$ cat src/rtl/mxb_pkg.sv
package mxb_pkg;

  typedef enum logic [2:0] {
    CYC_IDLE = 3'd0,
    CYC_INT  = 3'd1,
    CYC_EXT  = 3'd2,
    CYC_XREG = 3'd3,
    CYC_DBG  = 3'd4
  } cyc_e;

  // external cycle that uses only port A for data
  function automatic logic mxb_narrow_path(cyc_e t, logic narrow);
    return narrow && (t == CYC_EXT);
  endfunction

  // 16-bit access that takes two byte cycles
  function automatic logic mxb_is_split(cyc_e t, logic word, logic narrow);
    return mxb_narrow_path(t, narrow) && word;
  endfunction

endpackage

$ cat src/rtl/mxb_seq.sv
module mxb_seq
  import mxb_pkg::*;
#(
  parameter int AW = 16,
  parameter int DW = 16
) (
  input  logic          clk,
  input  logic          rst_n,
  input  logic          narrow,
  input  cyc_e          cpu_type,
  input  logic [AW-1:0] cpu_addr,
  input  logic [DW-1:0] cpu_wdata,
  input  logic          cpu_wr,
  input  logic          cpu_word,
  output logic          cpu_ready,
  output logic          phase_d,
  output logic          pc,
  output logic          sec_q,
  output cyc_e          sel_type,
  output logic [AW-1:0] sel_addr,
  output logic [DW-1:0] sel_wdata,
  output logic          sel_wr,
  output logic          sel_word,
  output cyc_e          rq_type,
  output logic          rq_addr0,
  output logic          rq_wr,
  output logic          rq_word
);

  logic          ph_n, sec_n;
  cyc_e          rq_type_n;
  logic [AW-1:0] rq_addr, rq_addr_n;
  logic [DW-1:0] rq_wdata, rq_wdata_n;
  logic          rq_wr_n, rq_word_n;

  always_comb begin
    cpu_ready  = phase_d && !(mxb_is_split(rq_type, rq_word, narrow) && !sec_q);
    sel_type   = cpu_ready ? cpu_type  : rq_type;
    sel_addr   = cpu_ready ? cpu_addr  : rq_addr;
    sel_wdata  = cpu_ready ? cpu_wdata : rq_wdata;
    sel_wr     = cpu_ready ? cpu_wr    : rq_wr;
    sel_word   = cpu_ready ? cpu_word  : rq_word;
    ph_n       = !phase_d;
    sec_n      = phase_d ? !cpu_ready : sec_q;
    pc         = sec_n;
    rq_type_n  = sel_type;
    rq_addr_n  = sel_addr;
    rq_wdata_n = sel_wdata;
    rq_wr_n    = sel_wr;
    rq_word_n  = sel_word;
  end

  always_ff @(posedge clk or negedge rst_n) begin
    if (!rst_n) begin
      phase_d  <= 1'b1;
      sec_q    <= 1'b0;
      rq_type  <= CYC_IDLE;
      rq_addr  <= '0;
      rq_wdata <= '0;
      rq_wr    <= 1'b0;
      rq_word  <= 1'b0;
    end else begin
      phase_d  <= ph_n;
      sec_q    <= sec_n;
      rq_type  <= rq_type_n;
      rq_addr  <= rq_addr_n;
      rq_wdata <= rq_wdata_n;
      rq_wr    <= rq_wr_n;
      rq_word  <= rq_word_n;
    end
  end

  assign rq_addr0 = rq_addr[0];

  // a data phase without ready leads into the second piece of a split
  p_split_second_r5: assert property (@(posedge clk) disable iff (!rst_n)
    (phase_d && !cpu_ready) |=> (sec_q && !phase_d));

endmodule

$ cat src/rtl/mxb_drive.sv
module mxb_drive
  import mxb_pkg::*;
#(
  parameter int PW = 8,
  parameter int AW = 2 * PW,
  parameter int DW = 2 * PW
) (
  input  logic          clk,
  input  logic          rst_n,
  input  logic          narrow,
  input  logic          ivis,
  input  logic          phase_d,
  input  logic          pc,
  input  cyc_e          sel_type,
  input  logic [AW-1:0] sel_addr,
  input  logic [DW-1:0] sel_wdata,
  input  logic          sel_wr,
  input  logic          sel_word,
  output logic [AW-1:0] adr_q,
  output logic [DW-1:0] dat_q,
  output logic          e_q,
  output logic          rw_q,
  output logic          strb_q,
  output logic          noacc_q,
  output logic          drv_q
);

  logic [AW-1:0] adr_n, piece_addr;
  logic [DW-1:0] dat_n;
  logic          e_n, rw_n, strb_n, noacc_n, drv_n, show_q, show_n;
  logic          ext_t, vis_t, data_t, npath, byte_sel;
  logic [PW-1:0] byte_val;

  always_comb begin
    ext_t      = (sel_type == CYC_EXT) || (sel_type == CYC_XREG);
    npath      = mxb_narrow_path(sel_type, narrow);
    vis_t      = ext_t || (ivis && ((sel_type == CYC_INT) || (sel_type == CYC_DBG)));
    data_t     = ext_t || (ivis && (sel_type == CYC_INT));
    piece_addr = sel_addr + {{(AW-1){1'b0}}, pc};
    byte_sel   = sel_word ? pc : sel_addr[0];
    byte_val   = byte_sel ? sel_wdata[PW-1:0] : sel_wdata[DW-1:PW];
    adr_n   = adr_q;
    dat_n   = dat_q;
    e_n     = e_q;
    rw_n    = rw_q;
    strb_n  = strb_q;
    noacc_n = noacc_q;
    drv_n   = drv_q;
    show_n  = show_q;
    if (phase_d) begin
      // entering the address phase
      e_n     = 1'b0;
      drv_n   = 1'b1;
      noacc_n = (sel_type == CYC_IDLE);
      rw_n    = data_t ? !sel_wr : 1'b1;
      show_n  = ext_t || ivis;
      if (vis_t) begin
        adr_n  = piece_addr;
        strb_n = npath ? piece_addr[0] : (sel_word | sel_addr[0]);
      end
    end else begin
      // entering the data phase
      e_n   = show_q;
      drv_n = !(ext_t && !sel_wr);
      if (npath) begin
        dat_n = {(sel_wr ? byte_val : dat_q[DW-1:PW]), piece_addr[PW-1:0]};
      end else if (data_t && sel_wr) begin
        dat_n = sel_wdata;
      end
    end
  end

  always_ff @(posedge clk or negedge rst_n) begin
    if (!rst_n) begin
      adr_q   <= '0;
      dat_q   <= '0;
      e_q     <= 1'b0;
      rw_q    <= 1'b1;
      strb_q  <= 1'b0;
      noacc_q <= 1'b1;
      drv_q   <= 1'b1;
      show_q  <= 1'b0;
    end else begin
      adr_q   <= adr_n;
      dat_q   <= dat_n;
      e_q     <= e_n;
      rw_q    <= rw_n;
      strb_q  <= strb_n;
      noacc_q <= noacc_n;
      drv_q   <= drv_n;
      show_q  <= show_n;
    end
  end

  p_e_data_only_r2: assert property (@(posedge clk) disable iff (!rst_n)
    e_q |-> phase_d);

  p_hidden_hold_r9: assert property (@(posedge clk) disable iff (!rst_n)
    (phase_d && !ivis && (sel_type == CYC_INT)) |=> ($stable(adr_q) && $stable(strb_q) && rw_q));

  p_dbg_rw_high_r11: assert property (@(posedge clk) disable iff (!rst_n)
    (phase_d && ivis && (sel_type == CYC_DBG)) |=> rw_q);

  p_idle_hold_r12: assert property (@(posedge clk) disable iff (!rst_n)
    (phase_d && (sel_type == CYC_IDLE)) |=> (noacc_q && rw_q && $stable(adr_q)));

endmodule

$ cat src/rtl/mxb_rdcap.sv
module mxb_rdcap
  import mxb_pkg::*;
#(
  parameter int PW = 8,
  parameter int DW = 2 * PW
) (
  input  logic          clk,
  input  logic          rst_n,
  input  logic          narrow,
  input  logic          phase_d,
  input  logic          sec_q,
  input  cyc_e          rq_type,
  input  logic          rq_addr0,
  input  logic          rq_wr,
  input  logic          rq_word,
  input  logic [PW-1:0] pa_in,
  input  logic [PW-1:0] pb_in,
  output logic [DW-1:0] rdata_q
);

  logic [DW-1:0] rdata_n;
  logic          take, lane;

  always_comb begin
    take    = phase_d && !rq_wr && ((rq_type == CYC_EXT) || (rq_type == CYC_XREG));
    lane    = rq_word ? sec_q : rq_addr0;
    rdata_n = rdata_q;
    if (take) begin
      if (mxb_narrow_path(rq_type, narrow)) begin
        if (lane) rdata_n[PW-1:0]  = pa_in;
        else      rdata_n[DW-1:PW] = pa_in;
      end else begin
        rdata_n = {pa_in, pb_in};
      end
    end
  end

  always_ff @(posedge clk or negedge rst_n) begin
    if (!rst_n) rdata_q <= '0;
    else        rdata_q <= rdata_n;
  end

  // narrow even byte read leaves the low byte alone
  p_narrow_lane_keep_r7: assert property (@(posedge clk) disable iff (!rst_n)
    (phase_d && narrow && (rq_type == CYC_EXT) && !rq_wr && !rq_word && !rq_addr0)
      |=> $stable(rdata_q[PW-1:0]));

endmodule

$ cat src/rtl/mux_ext_bus.sv
module mux_ext_bus
  import mxb_pkg::*;
#(
  parameter int PW = 8,
  localparam int AW = 2 * PW,
  localparam int DW = 2 * PW
) (
  input  logic          clk,
  input  logic          rst_n,
  input  logic          narrow_mode,
  input  logic          int_vis,
  input  logic [2:0]    cpu_type,
  input  logic [AW-1:0] cpu_addr,
  input  logic [DW-1:0] cpu_wdata,
  input  logic          cpu_wr,
  input  logic          cpu_word,
  output logic          cpu_ready,
  output logic [DW-1:0] cpu_rdata,
  input  logic [PW-1:0] porta_in,
  input  logic [PW-1:0] portb_in,
  output logic [PW-1:0] porta_out,
  output logic [PW-1:0] portb_out,
  output logic          bus_drive,
  output logic          e_out,
  output logic          rw_out,
  output logic          lo_strb,
  output logic          no_acc
);

  logic [1:0]    rst_pipe;
  logic          rst_s;
  logic          phase_d, pc, sec_q, sel_wr, sel_word, rq_addr0, rq_wr, rq_word;
  cyc_e          sel_type, rq_type;
  logic [AW-1:0] sel_addr, adr_q;
  logic [DW-1:0] sel_wdata, dat_q;

  always_ff @(posedge clk or negedge rst_n) begin
    if (!rst_n) rst_pipe <= 2'b00;
    else        rst_pipe <= {rst_pipe[0], 1'b1};
  end
  assign rst_s = rst_pipe[1];

  mxb_seq #(.AW(AW), .DW(DW)) seq_i (
    .clk(clk), .rst_n(rst_s), .narrow(narrow_mode),
    .cpu_type(cyc_e'(cpu_type)), .cpu_addr(cpu_addr), .cpu_wdata(cpu_wdata),
    .cpu_wr(cpu_wr), .cpu_word(cpu_word), .cpu_ready(cpu_ready),
    .phase_d(phase_d), .pc(pc), .sec_q(sec_q),
    .sel_type(sel_type), .sel_addr(sel_addr), .sel_wdata(sel_wdata),
    .sel_wr(sel_wr), .sel_word(sel_word),
    .rq_type(rq_type), .rq_addr0(rq_addr0), .rq_wr(rq_wr), .rq_word(rq_word)
  );

  mxb_drive #(.PW(PW), .AW(AW), .DW(DW)) drive_i (
    .clk(clk), .rst_n(rst_s), .narrow(narrow_mode), .ivis(int_vis),
    .phase_d(phase_d), .pc(pc), .sel_type(sel_type), .sel_addr(sel_addr),
    .sel_wdata(sel_wdata), .sel_wr(sel_wr), .sel_word(sel_word),
    .adr_q(adr_q), .dat_q(dat_q), .e_q(e_out), .rw_q(rw_out),
    .strb_q(lo_strb), .noacc_q(no_acc), .drv_q(bus_drive)
  );

  mxb_rdcap #(.PW(PW), .DW(DW)) rdcap_i (
    .clk(clk), .rst_n(rst_s), .narrow(narrow_mode), .phase_d(phase_d),
    .sec_q(sec_q), .rq_type(rq_type), .rq_addr0(rq_addr0), .rq_wr(rq_wr),
    .rq_word(rq_word), .pa_in(porta_in), .pb_in(portb_in), .rdata_q(cpu_rdata)
  );

  // ports: address in the address phase, data register in the data phase
  assign porta_out = phase_d ? dat_q[DW-1:PW] : adr_q[AW-1:PW];
  assign portb_out = phase_d ? dat_q[PW-1:0]  : adr_q[PW-1:0];

endmodule

$ cat config.mk
export PLATFORM = sky130hd
export DESIGN_NAME = mux_ext_bus
export DESIGN_NICKNAME = d
export VERILOG_FILES = /design/src/rtl/mxb_pkg.sv /design/src/rtl/mxb_seq.sv /design/src/rtl/mxb_drive.sv /design/src/rtl/mxb_rdcap.sv /design/src/rtl/mux_ext_bus.sv
export SDC_FILE = /design/constraint.sdc
export NUM_CORES = 1
export LEC_CHECK = 0
export BUFFER_PORTS_ARGS = -buffer_cell sky130_fd_sc_hd__buf_4
export CORE_UTILIZATION = 59
export CTS_CLUSTER_DIAMETER = 60
export DETAILED_ROUTE_END_ITERATION = 8
export PLACE_DENSITY = 0.85
export RECOVER_POWER = 25
export SETUP_SLACK_MARGIN = 0.05
export SYNTH_ARGS = -nofsm -noshare
export SYNTH_HDL_FRONTEND = slang
export SYNTH_SLANG_ARGS = --single-unit
$ cat constraint.sdc
create_clock -name clk -period 9.5 [get_ports clk]
set_clock_uncertainty 0.2 [all_clocks]
set_input_delay 1.9 -clock clk [delete_from_list [all_inputs] [get_ports clk]]
set_output_delay 1.9 -clock clk [all_outputs]
set_load 0.05 [all_outputs]
==> results.sh, run 1 <==
export IMPL_status="complete, but fails checks"
export IMPL_violations="capacitance limit, slew limit"
export IMPL_critical_path_slowest_cell="nand4bb_1"
export IMPL_rsz0062_at_grt="no"
export IMPL_avgSynthCellArea_sq_um=10.3
export IMPL_area_growth_pct=20.7
export IMPL_wl_mm=11.0
export IMPL_cts_buffers=9
export IMPL_place_ws_ps=3480
export IMPL_synth_top_family_by_area="simple AND/OR/NAND/NOR gates"
export IMPL_drt_initial_drc_count=235
export IMPL_cp_top_family="buffers and inverters"
export IMPL_h_tree_depth=3
export IMPL_syn_area_sq_um=4660
export IMPL_grt_pass1_wl_mm=17.9
export IMPL_postCtsSetupBuffers=0
export IMPL_drv_cap=1
export IMPL_avgRoutedWirePerCell_um=17.1
export IMPL_ys_seq_area_frac=0.511
export IMPL_cp_required_ps=7400
export IMPL_hold_class="flip-flop to flip-flop"
export IMPL_diodes=0
export IMPL_cp_slowest_stage_delay_ps=550
export IMPL_ys_ff_latch=95
export IMPL_synth_compound_area_frac=0.111
export IMPL_critPathArrivalTime_ps=3950
export IMPL_numClockSinks=95
export IMPL_clkLatencyLatePin_ps=370
export IMPL_rr_worst_depth=1
export IMPL_synth_xor_area_share=0.0207
export IMPL_met2_usage=0.451
export IMPL_drc_errors=0
export IMPL_coreArea_sq_um=7690
export IMPL_period_share=0.637
export IMPL_synth_async_reset_ratio=1.00
export IMPL_nets=597
export IMPL_dr_pass1_iters=5
export IMPL_grtUsageTotal=0.277
export IMPL_synth_largest_area_cell="dfrtp_1"
export IMPL_path_clk_slew_ps=90
export IMPL_fin_ws_ps=3450
export IMPL_worst_path_stages=6
export IMPL_min_period_ps=6050
export IMPL_setup_viol=0
export IMPL_yosys_warnings=0
export IMPL_vias=3805
export IMPL_postCtsResizedCells=0
export IMPL_final_max_slew_violation_count=94
export IMPL_min_path_cells=0
export IMPL_synth_edf_count=0
export IMPL_hold_viol=0
export IMPL_ys_flop_type="dfrtp_1"
export IMPL_vias_per_cell=5.90
export IMPL_synthCells=451
export IMPL_slew_headroom=-2.18
export IMPL_rrSetupSlack_ps=4490
export IMPL_peakVddDrop_v=0.0000828
export IMPL_root_buffer="clkbuf_8"
export IMPL_die_width_um=90.9
export IMPL_grt_max_degree=94
export IMPL_synth_simple_area_share=0.173
export IMPL_crit_chain="buf_4 -> nand4bb_1 -> o21ai_4 -> buf_4 -> inv_2 -> buf_4"
export IMPL_n_fill_cell=552
export IMPL_die_area_sq_um=8250
export IMPL_grt_use_met3=0.0295
export IMPL_hold_start="rst_pipe[0]"
export IMPL_dpl_hpwl_mm=7.78
export IMPL_crit_top_cell="buf_4"
export IMPL_start_kind="input pin"
export IMPL_r2r_start="rst_pipe[1]"
export IMPL_critPathBufInv=4
export IMPL_layout_cells_non_filler=645
export IMPL_use_met1=0.377
export IMPL_final_util=0.731
export IMPL_ant_nets=0
export IMPL_grt_overflow_total=0
export IMPL_grt_pass1_vias=3671
export IMPL_reg2reg_to="rdcap_i.rdata_q[7]"
export IMPL_io_pin_count=95
export IMPL_ys_top_cells_by_area="dfrtp_1, mux2_2, nand2_1"
export IMPL_grt_busiest_layer="met2"
export IMPL_powerDensity_nw_per_um2=183
export IMPL_crit_fanout=37
export IMPL_clockBufferDepth=2
export IMPL_crit_path_end_kind="primary output"
export IMPL_cts_tree="yes"
export IMPL_max_freq_ghz=0.165
export IMPL_place_inst=629
export IMPL_syn_nets=510
export IMPL_antenna_found_initial=0
export IMPL_hold_slack_ps=157
export IMPL_portBuffers=94
export IMPL_crit_type="input pin to primary output"
export IMPL_leakagePower_nw=2.53
export IMPL_synth_top_area_share=0.489
export IMPL_min_to="rst_pipe[1]"
export IMPL_worst_pin_slew_ps=4760
export IMPL_drive_above_1_share=0.322
export IMPL_die_h_um=90.9
export IMPL_muxShareOfSynthArea=0.152
export IMPL_place_gp_congestion=0.971
export IMPL_start_util=0.606
export IMPL_synth_cell_types=51
export IMPL_postCtsHoldBufs=0
export IMPL_rows=32
export IMPL_synth_fa_ha_area_frac=0.00537
export IMPL_fin_tns_setup_ps=0
## sequential cells by signal (all words and copies together) (netlist names), 2 cells and up
name,cells
rst_pipe,2
drive_i.dat_q,16
rdcap_i.rdata_q,16
seq_i.rq_type,3
seq_i.rq_wdata,16
seq_i.rq_addr,16
drive_i.adr_q,16
## logic make-up (layout without fill, tap and decap cells)
kind of cell,count (synthesis),after routing
DFF,95,95
xor gates and xnor gates,11,11
adders and majority gates,2,2
and+or+nand+nor,174,174
buffers and inverters,28,120
muxes,63,63
AOI/OAI and AO/OA,77,77
other,1,1
## metal layers
layer  wire length, um  share of wire  up-vias
met1              4810           0.44     1841
met5                 0              0        -
met4               233          0.021        0
li1                  -              -     1786
met2              5380           0.49      160
met3               578          0.053       18
## area by class of cell
class                      count  area (sq um)  area share
clock buffer                  10           128      0.0227
sequential                    95          2390       0.424
tap                          102           128      0.0227
multi-input combinational    328          2160       0.385
inverter                       7          26.3     0.00467
clock inverter                 6          70.1      0.0125
timing repair buffer          97           721       0.128
## power by group
part / internal, mW / switching, mW
Combinational: 0.0971 / 0.175
Sequential: 0.457 / 0.0313
Clock: 0.124 / 0.145
## Yosys cell counts (all sizes together) (2+ instances only)
cell     number
dfrtp        91
nand2        84
mux2         53
nor2         29
a21oi        19
nor3         18
o31ai        17
clkbuf       12
a31oi        11
o21ai        11
mux2i        10
buf           9
nand3         9
inv           7
xnor2         7
nand4         6
and3          5
o22ai         5
dfstp         4
nand2b        4
xor2          4
nor2b         3
a211oi        2
and4          2
ha            2
nor3b         2
nor4          2
nor4b         2
nor4bb        2
o211ai        2
o2bb2ai       2
o32ai         2
or4           2
## per-stage QoR
| step | instance area [sq um] | power, mW |
|---|---|---|
| 3_3_place_gp | 5430 | 0.756 |
| 4_1_cts | 5630 | 1.03 |
| 3_5_place_dp | 5430 | 0.766 |
| 6_report | 5620 | 1.03 |
| 5_1_grt | 5620 | 1.07 |
| 2_1_floorplan | 4660 | 0.670 |
## how the worst max path moves through the flow
stage                startpoint        end  slack (ps)
finish              narrow_mode  cpu_ready        3450
global placement    narrow_mode  cpu_ready        3560
global route        narrow_mode  cpu_ready        3340
floorplan           narrow_mode  cpu_ready        4290
detailed placement  narrow_mode  cpu_ready        3480
CTS                 narrow_mode  cpu_ready        3480
## cell usage in the layout (no fill, tap or decap), types with 3 or more instances in the layout
master    Yosys  routed
a21oi_1      19      19
a31oi_1      11      11
and3_1        5       5
buf_4         1      95
clkbuf_1     12       3
clkbuf_8      0       9
dfrtp_1      91      90
dfstp_2       4       3
inv_1         6       6
mux2_2       50      50
mux2_4        3       3
mux2i_1      10      10
nand2_1      84      84
nand2b_1      4       4
nand3_1       9       9
nand4_1       6       6
nor2_1       29      29
nor2b_1       3       3
nor3_1       18      18
o21ai_0      10      10
o22ai_1       5       5
o31ai_1      15      14
o31ai_2       2       3
xnor2_1       7       7
xor2_1        4       4
Note: power is estimated with default switching activity, not from simulation.
==> run 2: changes to the inputs <==
Settings changed: ABC_AREA set to 1, CORE_UTILIZATION 59 to 50, PLACE_DENSITY 0.85 to 0.76.
Clock period 9.5 ns to 4.9 ns, I/O delays scaled along.
==> run 2 against run 1 <==
The run still ends with capacitance limit, slew limit left. Flip-flop and latch count is the same. Worst setup slack lost 2600 ps. Wire length up 14%. Critical endpoint is now portb_out[1].
==> results.sh, run 2 <==
export IMPL_start_kind="flip-flop"
export IMPL_critPathArrivalTime_ps=2860
export IMPL_avgSynthCellArea_sq_um=7.43
export IMPL_layout_common_cells="nand2_1, buf_4, dfrtp_1, nand3_1, inv_1"
export IMPL_synth_async_reset_ratio=1.00
export IMPL_period_share=0.825
export IMPL_area_growth_pct=18.5
export IMPL_ys_ff_latch=95
export IMPL_critPathBufInv=2
export IMPL_fin_area_sq_um=5930
export IMPL_vias_per_cell=5.22
export IMPL_synth_largest_area_cell="dfrtp_1"
export IMPL_sequentialPowerShare=0.474
export IMPL_switchingPower_uw=705
export IMPL_postCtsHoldBufs=0
export IMPL_h_tree_depth=3
export IMPL_violations="capacitance limit, slew limit"
export IMPL_drive_above_1_share=0.198
export IMPL_ant_nets=0
export IMPL_place_inst=879
export IMPL_crit_type="flip-flop to primary output"
export IMPL_hold_class="flip-flop to flip-flop"
export IMPL_use_met1=0.353
export IMPL_ys_seq_area_frac=0.476
export IMPL_peakVddDrop_v=0.000206
export IMPL_grt_pass1_vias=4366
export IMPL_min_period_ps=4040
export IMPL_setup_viol=0
export IMPL_wl_mm=12.5
export IMPL_cp_required_ps=3720
export IMPL_leakagePower_nw=3.20
export IMPL_yosys_top_cells_count="nand2_1, dfrtp_1, nand3_1, inv_1, nor2_1"
export IMPL_grt_busiest_layer="met2"
export IMPL_syn_area_sq_um=5000
export IMPL_clockBufferDepth=2
export IMPL_grt_max_degree=51
export IMPL_clkLatencyLatePin_ps=360
export IMPL_die_width_um=102
export IMPL_ys_flop_type="dfrtp_1"
export IMPL_numClockSinks=95
export IMPL_cts_buffers=9
export IMPL_path_clk_slew_ps=80
export IMPL_pwr_share_comb=0.280
export IMPL_cp_top_family="flip-flops"
export IMPL_sw_frac_of_total=0.352
export IMPL_dr_pass1_iters=5
export IMPL_pwr_share_clk=0.246
export IMPL_slew_headroom=-0.187
export IMPL_powerDensity_nw_per_um2=338
export IMPL_synth_cell_types=34
export IMPL_layout_commonest_cell="nand2_1"
export IMPL_postCtsSetupBuffers=0
export IMPL_layout_cells_non_filler=895
export IMPL_crit_fanout=30
export IMPL_cts_tree="yes"
export IMPL_synth_edf_count=0
export IMPL_place_area_sq_um=5750
export IMPL_status="complete, but fails checks"
export IMPL_crit_chain="inv_1 -> o21ai_0 -> buf_4"
export IMPL_ys_top_cells_by_area="dfrtp_1, nand2_1, nand3_1"
export IMPL_portBuffers=94
export IMPL_rows=36
export IMPL_die_area_sq_um=10400
export IMPL_p_int_mw=1.30
export IMPL_fin_tns_setup_ps=0
export IMPL_postCtsResizedCells=0
export IMPL_root_buffer="clkbuf_8"
export IMPL_grt_use_met3=0.0321
export IMPL_place_gp_congestion=0.893
export IMPL_synthCells=673
export IMPL_grt_pass1_wl_mm=20.5
export IMPL_met2_usage=0.406
export IMPL_nets=816
export IMPL_crit_path_end_kind="primary output"
export IMPL_drc_errors=0
export IMPL_synth_top_area_share=0.455
export IMPL_diodes=0
export IMPL_critical_path_slowest_cell="dfstp_1"
export IMPL_die_h_um=102
export IMPL_grt_overflow_total=0
export IMPL_drv_cap=1
export IMPL_cp_slowest_stage_delay_ps=1280
export IMPL_vias=4671
export IMPL_yosys_warnings=0
export IMPL_drt_initial_drc_count=211
export IMPL_antenna_found_initial=0
export IMPL_syn_nets=732
export IMPL_worst_pin_slew_ps=1780
export IMPL_max_freq_ghz=0.247
export IMPL_coreArea_sq_um=9730
export IMPL_dpl_hpwl_mm=9.28
export IMPL_synth_most_common_cell="nand2_1"
export IMPL_rsz0062_at_grt="no"
export IMPL_final_max_slew_violation_count=45
export IMPL_avgRoutedWirePerCell_um=14.0
export IMPL_start_util=0.514
export IMPL_io_pin_count=95
export IMPL_hold_viol=0
export IMPL_grtUsageTotal=0.257
==> run 2: changes by cell type in the layout (fill, tap and decap cells not counted), moves of 18 or more <==
cell     before  now
a21oi_1      19    1
inv_1         6   43
mux2_2       50    8
nand2_1      84  329
nand3_1       9   58
nor3_1       18    0
==> run 2: metal layers <==
metal  part of all wire  routed length, um  vias to the layer above
li1                   -                  -                     2268
met3              0.052                648                       28
met2               0.47               5830                      160
met5                  0                  0                        -
met1               0.46               5730                     2215
met4              0.026                331                        0
==> run 2: path summary, 6_finish.rpt <==
kind / startpoint / to / slack (ps) / cells after the start
max: seq_i.phase_d / portb_out[1] / 860 / 3
min: rst_pipe[0] / rst_pipe[1] / 150 / 0
max reg2reg: seq_i.phase_d / drive_i.dat_q[9] / 1280 / 13
min reg2reg: rst_pipe[0] / rst_pipe[1] / 150 / 0
max in group asynchronous: rst_pipe[1] / seq_i.rq_wdata[1] / 1950 / 1
min in group asynchronous: rst_n / rst_pipe[1] / 180 / 1
==> run 2: kinds of logic (layout without fill, tap and decap cells) <==
logic type	after synthesis	after routing	synth area share
buffers and inverters	76	165	0.0713
adders and majority gates	2	2	0.00500
muxes	8	8	0.0180
AOI/OAI and AO/OA	38	38	0.0428
and+or+nand+nor	451	451	0.383
other	1	1	0.000749
DFF	95	95	0.476
xor gates and xnor gates	2	2	0.00350
==> run 2: layout make-up <==
type | instances | area, sq um
inverter | 50 | 190
clock buffer | 14 | 173
fill | 894 | 3800
timing repair buffer | 99 | 737
clock inverter | 2 | 13.8
multi-input combinational | 502 | 2260
tap | 133 | 166
sequential | 95 | 2380
==> run 2: power groups by stage <==
stage | clock network (mW) | logic, mW | registers [mW]
6_report | 0.493 | 0.560 | 0.949
5_1_grt | 0.539 | 0.605 | 0.961
4_1_cts | 0.504 | 0.562 | 0.949
3_5_place_dp | 0 | 0.561 | 0.964
3_3_place_gp | 0 | 0.552 | 0.960
2_1_floorplan | 0 | 0.268 | 1.07
==> run 2: per-stage QoR <==
stage               setup WS [ps]  hold WS, ps  total power, mW   util
floorplan                    1560          131             1.33      -
global placement              987          140             1.51  0.591
detailed placement            852          135             1.52  0.591
CTS                           956          155             2.02  0.610
global route                  691          158             2.11  0.609
finish                        858          154             2.00  0.609
